`src/rtl/dadda_pkg.sv`:
```
`timescale 1ns/1ps
package dadda_pkg;

    typedef enum logic {CELL_HALF = 1'b0, CELL_FULL = 1'b1} cell_kind_e;

    typedef struct packed {
        logic s;
        logic c;
    } cell_out_t;

    localparam int MAX_COLS = 256;
    localparam int NO_LIMIT = 1 << 30;

    // number of reduction stages: ceilings 2,3,4,6,9,... strictly below n
    function automatic int num_stages(input int n);
        int d;
        int cnt;
        d = 2;
        cnt = 0;
        for (int i = 0; i < 64; i++) begin
            if (d < n) begin
                cnt = cnt + 1;
                d = (d * 3) / 2;
            end
        end
        return cnt;
    endfunction

    // height ceiling applied by stage st (stage 0 uses the largest one)
    function automatic int stage_limit(input int n, input int st);
        int ns;
        int d;
        ns = num_stages(n);
        if (st >= ns) return NO_LIMIT;
        d = 2;
        for (int i = 1; i < ns - st; i++) d = (d * 3) / 2;
        return d;
    endfunction

    // initial partial-product height of column k
    function automatic int pp_height(input int n, input int k);
        if (k > 2 * n - 2) return 0;
        if (k < n) return k + 1;
        return 2 * n - 1 - k;
    endfunction

    // sel: 0 height entering stage s, 1 full adders, 2 half adders, 3 carries in
    function automatic int plan(input int n, input int s, input int k, input int sel);
        int ht [MAX_COLS];
        int lim;
        int cin;
        int ex;
        int nf;
        int nh;
        for (int c = 0; c < MAX_COLS; c++) ht[c] = (c < 2 * n) ? pp_height(n, c) : 0;
        for (int st = 0; st <= s; st++) begin
            lim = stage_limit(n, st);
            cin = 0;
            for (int c = 0; c < 2 * n; c++) begin
                ex = (ht[c] + cin > lim) ? ht[c] + cin - lim : 0;
                nf = ex / 2;
                nh = ex % 2;
                if (st == s && c == k) begin
                    case (sel)
                        0: return ht[c];
                        1: return nf;
                        2: return nh;
                        default: return cin;
                    endcase
                end
                ht[c] = ht[c] + cin - 2 * nf - nh;
                cin = nf + nh;
            end
        end
        return 0;
    endfunction

endpackage

```
`src/rtl/dadda_cell.sv`:
```
`timescale 1ns/1ps
module dadda_cell
    import dadda_pkg::*;
#(
    parameter cell_kind_e KIND = CELL_FULL
) (
    input  logic [2:0] x_i,
    output cell_out_t  y_o
);
    if (KIND == CELL_FULL) begin : g_full
        assign y_o.s = ^x_i;
        assign y_o.c = (x_i[0] & x_i[1]) | (x_i[2] & (x_i[0] | x_i[1]));
    end else begin : g_half
        assign y_o.s = x_i[0] ^ x_i[1];
        assign y_o.c = x_i[0] & x_i[1] & ~x_i[2];
    end
endmodule

```
`src/rtl/dadda_pp_gen.sv`:
```
`timescale 1ns/1ps
module dadda_pp_gen
    import dadda_pkg::*;
#(
    parameter int N = 8
) (
    input  logic [N-1:0]     a_i,
    input  logic [N-1:0]     b_i,
    output logic [2*N*N-1:0] col_o
);
    localparam int W = 2 * N;

    for (genvar k = 0; k < W; k++) begin : g_col
        localparam int LO = (k > N - 1) ? k - N + 1 : 0;
        localparam int HT = pp_height(N, k);
        for (genvar p = 0; p < N; p++) begin : g_bit
            if (p < HT) begin : g_and
                assign col_o[k*N + p] = a_i[LO + p] & b_i[k - LO - p];
            end else begin : g_pad
                assign col_o[k*N + p] = 1'b0;
            end
        end
    end
endmodule

```
`src/rtl/dadda_stage.sv`:
```
`timescale 1ns/1ps
module dadda_stage
    import dadda_pkg::*;
#(
    parameter int N = 8,
    parameter int S = 0
) (
    input  logic [2*N*N-1:0] col_i,
    output logic [2*N*N-1:0] col_o
);
    localparam int W = 2 * N;

    logic [N-1:0] cy [W];

    for (genvar k = 0; k < W; k++) begin : g_col
        localparam int H = plan(N, S, k, 0);
        localparam int F = plan(N, S, k, 1);
        localparam int A = plan(N, S, k, 2);
        localparam int C = plan(N, S, k, 3);
        localparam int U = H - 3 * F - 2 * A;

        cell_out_t    cyo [N];
        logic [N-1:0] cy_in;
        logic [N-1:0] ov;

        for (genvar m = 0; m < N; m++) begin : g_cell
            if (m < F) begin : g_fa
                dadda_cell #(.KIND(CELL_FULL)) u_fa (
                    .x_i(col_i[k*N + 3*m +: 3]),
                    .y_o(cyo[m])
                );
            end else if (m < F + A) begin : g_ha
                dadda_cell #(.KIND(CELL_HALF)) u_ha (
                    .x_i({1'b0, col_i[k*N + 3*F + 2*(m-F) +: 2]}),
                    .y_o(cyo[m])
                );
            end else begin : g_none
                assign cyo[m] = '0;
            end
        end

        always_comb begin
            cy[k] = '0;
            for (int m = 0; m < F + A; m++) cy[k][m] = cyo[m].c;
        end

        if (k == 0) begin : g_cin0
            assign cy_in = '0;
        end else begin : g_cin
            assign cy_in = cy[k-1];
        end

        always_comb begin
            ov = '0;
            for (int m = 0; m < F + A; m++) ov[m] = cyo[m].s;
            for (int m = 0; m < U; m++) ov[F + A + m] = col_i[k*N + 3*F + 2*A + m];
            for (int m = 0; m < C; m++) ov[F + A + U + m] = cy_in[m];
        end

        assign col_o[k*N +: N] = ov;
    end
endmodule

```
`src/rtl/dadda_cpa.sv`:
```
`timescale 1ns/1ps
module dadda_cpa #(
    parameter int N = 8
) (
    input  logic [2*N*N-1:0] col_i,
    output logic [2*N-1:0]   sum_o
);
    localparam int W = 2 * N;

    logic [W-1:0] row_x;
    logic [W-1:0] row_y;

    for (genvar k = 0; k < W; k++) begin : g_row
        assign row_x[k] = col_i[k*N];
        assign row_y[k] = col_i[k*N + 1];
    end

    // carry out of the top column is dropped: the product fits in W bits
    assign sum_o = row_x + row_y;
endmodule

```
`src/rtl/dadda_mult.sv`:
```
`timescale 1ns/1ps
module dadda_mult
    import dadda_pkg::*;
#(
    parameter int N = 8
) (
    input  logic           clk_i,
    input  logic           rst_i,
    input  logic [N-1:0]   a_i,
    input  logic [N-1:0]   b_i,
    output logic [2*N-1:0] p_o
);
    localparam int W  = 2 * N;
    localparam int NS = num_stages(N);

    logic [W*N-1:0] lvl [NS+1];
    logic [W-1:0]   prod;

    dadda_pp_gen #(.N(N)) u_pp (
        .a_i  (a_i),
        .b_i  (b_i),
        .col_o(lvl[0])
    );

    for (genvar s = 0; s < NS; s++) begin : g_stage
        dadda_stage #(.N(N), .S(s)) u_stage (
            .col_i(lvl[s]),
            .col_o(lvl[s+1])
        );
    end

    dadda_cpa #(.N(N)) u_cpa (
        .col_i(lvl[NS]),
        .sum_o(prod)
    );

    always_ff @(posedge clk_i) begin
        if (rst_i) p_o <= '0;
        else       p_o <= prod;
    end
endmodule

```
`config.mk`:
```
export PLATFORM = sky130hd
export DESIGN_NAME = dadda_mult
export DESIGN_NICKNAME = d
export VERILOG_FILES = /design/src/rtl/dadda_pkg.sv /design/src/rtl/dadda_cell.sv /design/src/rtl/dadda_pp_gen.sv /design/src/rtl/dadda_stage.sv /design/src/rtl/dadda_cpa.sv /design/src/rtl/dadda_mult.sv
export SDC_FILE = /design/constraint.sdc
export NUM_CORES = 1
export LEC_CHECK = 0
export BUFFER_PORTS_ARGS = -buffer_cell sky130_fd_sc_hd__buf_4
export CAP_MARGIN = 25
export CORE_UTILIZATION = 40
export CTS_CLUSTER_DIAMETER = 50
export DETAILED_ROUTE_END_ITERATION = 8
export GPL_TIMING_DRIVEN = 0
export PLACE_DENSITY = 0.68
export SLEW_MARGIN = 20
export SYNTH_ARGS = -nofsm -noshare
export SYNTH_HDL_FRONTEND = slang
export SYNTH_SLANG_ARGS = --single-unit
```
`constraint.sdc`:
```
create_clock -name clk_i -period 5.95 [get_ports clk_i]
set_input_delay 1.19 -clock clk_i [delete_from_list [all_inputs] [get_ports clk_i]]
set_output_delay 1.19 -clock clk_i [all_outputs]
set_load 0.02 [all_outputs]
```
# Word level (Yosys, flattened, before mapping)
# Cells that the tools add are included.
dict set report op_classes {
  add_sub_neg 1
  bitwise 218
  reduce_logical 35
}
# cell n
set ops {}
lappend ops {{$and 1x1->1} 141}
lappend ops {{$reduce_xor 3->1} 35}
lappend ops {{$or 1x1->1} 70}
lappend ops {{$add 15x15->16} 1}
lappend ops {{$xor 1x1->1} 7}
dict set report totals {
  regBits 16
  out_inout_bits 16
  word_cells 255
}

# Logic depth before layout (Yosys ltp)
dict set report logic_depth {
  ltp_word 11
  ltp_mapped 14
}

# Hierarchy
# Synthesis repeated with hierarchy kept, for this count alone.
dict set report hier_totals {
  cells_unflattened 741
  area_unflattened_um2 6208.5
}
# module instances cells_per_inst area_each_um2 seq_area_each_um2
set modules_own_cells {}
lappend modules_own_cells {dadda_pp_gen 1 129 884.6 0.0}
lappend modules_own_cells {{dadda_stage (g_stage[0].u_stage)} 1 117 874.6 0.0}
lappend modules_own_cells {{dadda_stage (g_stage[2].u_stage)} 1 109 814.5 0.0}
lappend modules_own_cells {{dadda_stage (g_stage[3].u_stage)} 1 105 784.5 0.0}
lappend modules_own_cells {{dadda_stage (g_stage[1].u_stage)} 1 101 754.5 0.0}
lappend modules_own_cells {dadda_cpa 1 98 747.0 0.0}
lappend modules_own_cells {{dadda_cell (g_stage[0].u_stage.g_col[7].g_cell[0].g_fa.u_fa ...)} 35 1 20.0 0.0}
lappend modules_own_cells {dadda_mult 1 33 464.2 320.3}
lappend modules_own_cells {{dadda_cell (g_stage[0].u_stage.g_col[6].g_cell[0].g_ha.u_ha ...)} 7 2 26.3 0.0}

# Worst setup path before layout
# Ideal clock, no wire load.
dict set report synth_timing {
  path_type {input port to flip-flop}
  from {input b_i[7]}
  to {register p_o[14]}
  setup_time_ps 123
  t_arrival_ps 4825
  required_ps 5827
  slack_ps 1001
  cell_stages 13
  path_cell_list {nand2_1 -> fa_1 -> fa_1 -> fa_1 -> fa_1 -> inv_1 -> ha_1 -> a21o_1 -> a21o_1 -> a21oi_2 -> o21ai_2 -> a221oi_2 -> mux2_1}
}
dict set report synth_between {
  elab_chain_cells 11
}
# item line_no
set synth_rtl {}
lappend synth_rtl {{from (decl)} dadda_mult.sv:10} ;# input logic [N-1:0] b_i,
lappend synth_rtl {{$and 1x1->1} dadda_pp_gen.sv:18} ;# assign col_o[k*N + p] = a_i[LO + p] & b_i[k - LO - p];
lappend synth_rtl {{$or 1x1->1} dadda_cell.sv:12} ;# assign y_o.c = (x_i[0] & x_i[1]) | (x_i[2] & (x_i[0] | x_i[1]));
lappend synth_rtl {{$and 1x1->1} dadda_cell.sv:12}
lappend synth_rtl {{$or 1x1->1} dadda_cell.sv:12}
lappend synth_rtl {{$reduce_xor 3->1 / $or 1x1->1 (equally long branches)} {dadda_cell.sv:11, dadda_cell.sv:12}}
lappend synth_rtl {{$or 1x1->1 / $and 1x1->1 (equally long branches)} dadda_cell.sv:12}
lappend synth_rtl {{$and 1x1->1 / $or 1x1->1 (equally long branches)} dadda_cell.sv:12}
lappend synth_rtl {{$or 1x1->1} dadda_cell.sv:12}
lappend synth_rtl {{$and 1x1->1} dadda_cell.sv:12}
lappend synth_rtl {{$or 1x1->1} dadda_cell.sv:12}
lappend synth_rtl {{$add 15x15->16 (*)} dadda_cpa.sv:19} ;# assign sum_o = row_x + row_y;
lappend synth_rtl {{to (signal assigned)} dadda_mult.sv:39} ;# else p_o <= prod;
lappend synth_rtl {{to (decl)} dadda_mult.sv:11} ;# output logic [2*N-1:0] p_o
# Every way passes the cells marked *; elsewhere a longest branch is shown, timed or not.
# A chain may end at the register's enable or synchronous reset.

# Worst setup path in the final report
dict set report layout_timing {
  from {input a_i[0]}
  to {register p_o[14]}
}
dict set report layout_between {
  elab_chain_cells 11
}
# item line_no
set layout_rtl {}
lappend layout_rtl {{from (decl)} dadda_mult.sv:9} ;# input logic [N-1:0] a_i,
lappend layout_rtl {{$and 1x1->1} dadda_pp_gen.sv:18}
lappend layout_rtl {{$or 1x1->1} dadda_cell.sv:12}
lappend layout_rtl {{$and 1x1->1} dadda_cell.sv:12}
lappend layout_rtl {{$or 1x1->1} dadda_cell.sv:12}
lappend layout_rtl {{$reduce_xor 3->1 / $or 1x1->1 (equally long branches)} {dadda_cell.sv:11, dadda_cell.sv:12}}
lappend layout_rtl {{$or 1x1->1 / $and 1x1->1 (equally long branches)} dadda_cell.sv:12}
lappend layout_rtl {{$and 1x1->1 / $or 1x1->1 (equally long branches)} dadda_cell.sv:12}
lappend layout_rtl {{$or 1x1->1} dadda_cell.sv:12}
lappend layout_rtl {{$and 1x1->1} dadda_cell.sv:12}
lappend layout_rtl {{$or 1x1->1} dadda_cell.sv:12}
lappend layout_rtl {{$add 15x15->16 (*)} dadda_cpa.sv:19}
# Marked as above.

==> results.py <==
metrics = {
    "timing": {
        "timing_worst_slew_pin_value_ns": 0.454,
        "report.final.hold_viol_count": 0,
        "post-route-min-period_ns": 4.99,
        "final_count_of_pins_violating_max_slew": 0,
        "rsz0062_at_grt": "false",
        "timing.max_slew.rel_slack_pct": 69.7,
        "period_utilization_pct": 83.9,
        "timing.fmax_mhz": 200,
        "setup_failing_eps_final": 0,
        "totalNegativeSetupSlack_ns": 0,
    },
    "power_and_ir_drop": {
        "power.density_nw_per_um2": 310,
        "vdd.ir_drop.worst_mv": 0.160,
        "leak_pwr_nw": 1.41,
    },
    "drt": {
        "number_of_search_and_repair_iterations_in_the_first_detailed_routing_pass": 4,
        "drt_drc_violations_left": 0,
        "avgViaCountPerCell": 4.93,
        "initialDrtViolationCount": 51,
        "detail-route-antenna-nets": 0,
        "vias": 1872,
        "detailed_route_wire_length_microns": 4790,
        "wl_per_cell_microns": 12.6,
    },
    "yosys": {
        "synthDistinctLibCells": 31,
        "syn-num-nets": 346,
        "synth_enable_flop_cells": 0,
        "asyncSetResetFlopFracSynth_pct": 0,
        "synth_flop_cell": "sky130_fd_sc_hd__dfxtp_1",
        "post_synth_inst_count": 271,
        "ys.warnings.count": 0,
        "yosysSeqAreaShare_pct": 13.6,
        "synth_area_sq_um": 2360,
        "yosys_register_bits": 16,
        "avgSynthCellArea_sq_um": 8.71,
    },
    "job": {
        "maxcap_viol_count": 0,
    },
    "worst_setup_path": {
        "crit_path_start_kind": "primary input",
        "crit_required_ns": 6.09,
        "cp_num_buf_inv": 2,
        "path_max_fanout": 8,
        "worstSetupEndpointType": "register",
        "critical_path.max_stage_delay_ns": 0.56,
        "cp_top_family": "adder cells",
        "timing.critical_path.arrival_ns": 5.13,
        "timing.setup.critical_path_class": "in2reg",
        "crit_slowest_cell": "sky130_fd_sc_hd__fa_1",
        "critical_path_cell_list": "buf_4, nand2_1, fa_1, fa_1, fa_1, fa_1, inv_1, ha_1, a21o_1, a21o_1, a21oi_2, o21ai_2, a221oi_2, mux2_1",
        "cell_with_the_most_instances_on_the_worst_path": "sky130_fd_sc_hd__fa_1",
    },
    "hold_path": {
        "hold_class": "in2reg",
    },
    "global_routing": {
        "grt_total_ovfl": 0,
        "via_count_of_the_first_global_routing_pass": 2012,
        "grt_first_pass_wirelength_microns": 8620,
        "grt_start_max_net_pins": 11,
        "grt_antenna_before_repair": 0,
        "grt_usage_pct": 17.5,
    },
    "cts": {
        "cts_tree": "built",
        "cts_hold_buf": 0,
        "clock_tree.root_cell": "sky130_fd_sc_hd__clkbuf_8",
        "cts-root-to-sink-buffers": 2,
        "cts-buffers-inserted": 3,
        "h-tree-depth": 1,
        "postCtsSetupBuffers": 0,
        "cts.repair.resized": 0,
        "clk_pin_slew_worst_paths_ns": 0.06,
        "cts_sink_count": 16,
    },
    "cells_and_area": {
        "finish.utilization_pct": 49.1,
        "final_cell_count_no_fill": 380,
        "number_of_flip_flops_in_the_largest_register": 16,
        "final_design_area_no_fill_sq_um": 2750,
        "fraction_of_final_layout_cells_sized_beyond_drive_strength_1_pct": 14.9,
        "regMostFlops": "p_o",
        "final_net_count": 384,
        "num-fill-cells": 581,
        "syn_to_final_growth_pct": 16.6,
        "n_antenna_cell": 0,
        "top_regs": "p_o x16",
    },
    "floorplanning": {
        "design.die.area_sq_um": 6210,
        "fp.dieW_microns": 78.8,
        "die_y_microns": 78.8,
        "ioPinCount": 34,
        "initial_core_util_pct": 42.1,
        "core.rowCount": 27,
        "design.core.area_sq_um": 5610,
    },
    "placed_design": {
        "placed_cells": 376,
        "post-dp-hpwl_microns": 4020,
        "port_buffers": 33,
        "post_dp_cell_area_sq_um": 2700,
        "place_congestion": 0.835,
    },
    "run_status": {
        "status": "finished, final reports clean",
    },
}
power by group:
| part | switching (mW) | internal (mW) | total (mW) |
|---|---|---|---|
| combinational | 0.343 | 0.265 | 0.607 |
| clock | 0.0379 | 0.0587 | 0.0967 |
| sequential | 0.00849 | 0.140 | 0.149 |
| total | 0.389 | 0.464 | 0.853 |
per-stage QoR:
stage	hold slack [ns]	worst slack, ns	power, mW
after global routing	1.25	0.770	0.949
after global placement	1.51	0.718	0.750
after CTS	1.23	0.919	0.864
final	1.23	0.957	0.853
after detailed placement	1.50	0.663	0.764
after floorplan	1.30	1.00	0.614
logic make-up after synthesis:
group	Yosys count	synth area share, %
multiplexers	3	1.43
XOR/XNOR	5	1.86
AO/OA/AOI/OAI	35	11.0
flip-flops	16	13.6
buffers and inverters	52	8.27
adder cells (fa/ha/maj)	57	41.7
AND/OR/NAND/NOR	103	22.2
cells in the mapped netlist (2+ instances only):
master	n	area [sq um]
sky130_fd_sc_hd__clkbuf_1	2	7.51
sky130_fd_sc_hd__a211oi_1	3	22.5
sky130_fd_sc_hd__o21ai_2	2	17.5
sky130_fd_sc_hd__nor2_1	17	63.8
sky130_fd_sc_hd__mux2_1	2	22.5
sky130_fd_sc_hd__a21o_1	8	60.1
sky130_fd_sc_hd__xnor2_1	3	26.3
sky130_fd_sc_hd__inv_1	50	188
sky130_fd_sc_hd__a21oi_1	7	35.0
sky130_fd_sc_hd__nand3_1	2	10.0
sky130_fd_sc_hd__ha_1	21	263
sky130_fd_sc_hd__a21oi_2	2	17.5
sky130_fd_sc_hd__and2_1	36	225
sky130_fd_sc_hd__nor2b_1	6	37.5
sky130_fd_sc_hd__dfxtp_1	16	320
sky130_fd_sc_hd__fa_1	36	721
sky130_fd_sc_hd__xor2_1	2	17.5
sky130_fd_sc_hd__a211o_1	2	17.5
sky130_fd_sc_hd__nor3_1	5	25.0
sky130_fd_sc_hd__o21ai_0	4	20.0
sky130_fd_sc_hd__nand2_1	35	131
final cells by class:
type | instances | area [sq um] | share of cell area, %
sequential | 16 | 320 | 11.6
inverter | 50 | 188 | 6.82
multi-input combinational | 203 | 1840 | 67.0
tap | 72 | 90.1 | 3.27
timing repair buffer | 33 | 248 | 9.00
clock buffer | 4 | 55.1 | 2.00
buffer | 2 | 7.51 | 0.273
final timing paths:
kind | slack [ns] | depth (start not counted) | startpoint | to
setup / recovery | 0.96 | 14 | a_i[0] | p_o[14]$_SDFF_PP0_
hold / removal | 1.23 | 3 | b_i[0] | p_o[0]$_SDFF_PP0_
layout by cell type (no fill, tap or decap), drive strengths merged:
cell	synthesis	routed
nor3	5	5
nor2b	6	6
xor2	2	2
a21oi	9	9
fa	36	36
nor2	17	17
nand2	35	35
a41oi	1	1
clkbuf	2	6
o21ai	6	6
a31o	1	1
a21o	8	8
nand4	1	1
dfxtp	16	16
a211o	2	2
ha	21	21
inv	50	50
a221oi	2	2
nand3	2	2
and2	36	36
xnor2	3	3
a211oi	3	3
nand4b	1	1
buf	0	33
a31oi	1	1
o21a	1	1
mux2	3	3
o211ai	1	1
routing by layer:
metal  routed length [microns]  GRT usage [%]  vias to the layer above
met5                         0              0                        -
met3                       163           2.99                        7
met4                        32           1.85                        0
met1                      2100           20.8                      907
met2                      2490           33.5                       35
li1                          -              -                      923
(Power assumes the default switching activity.)
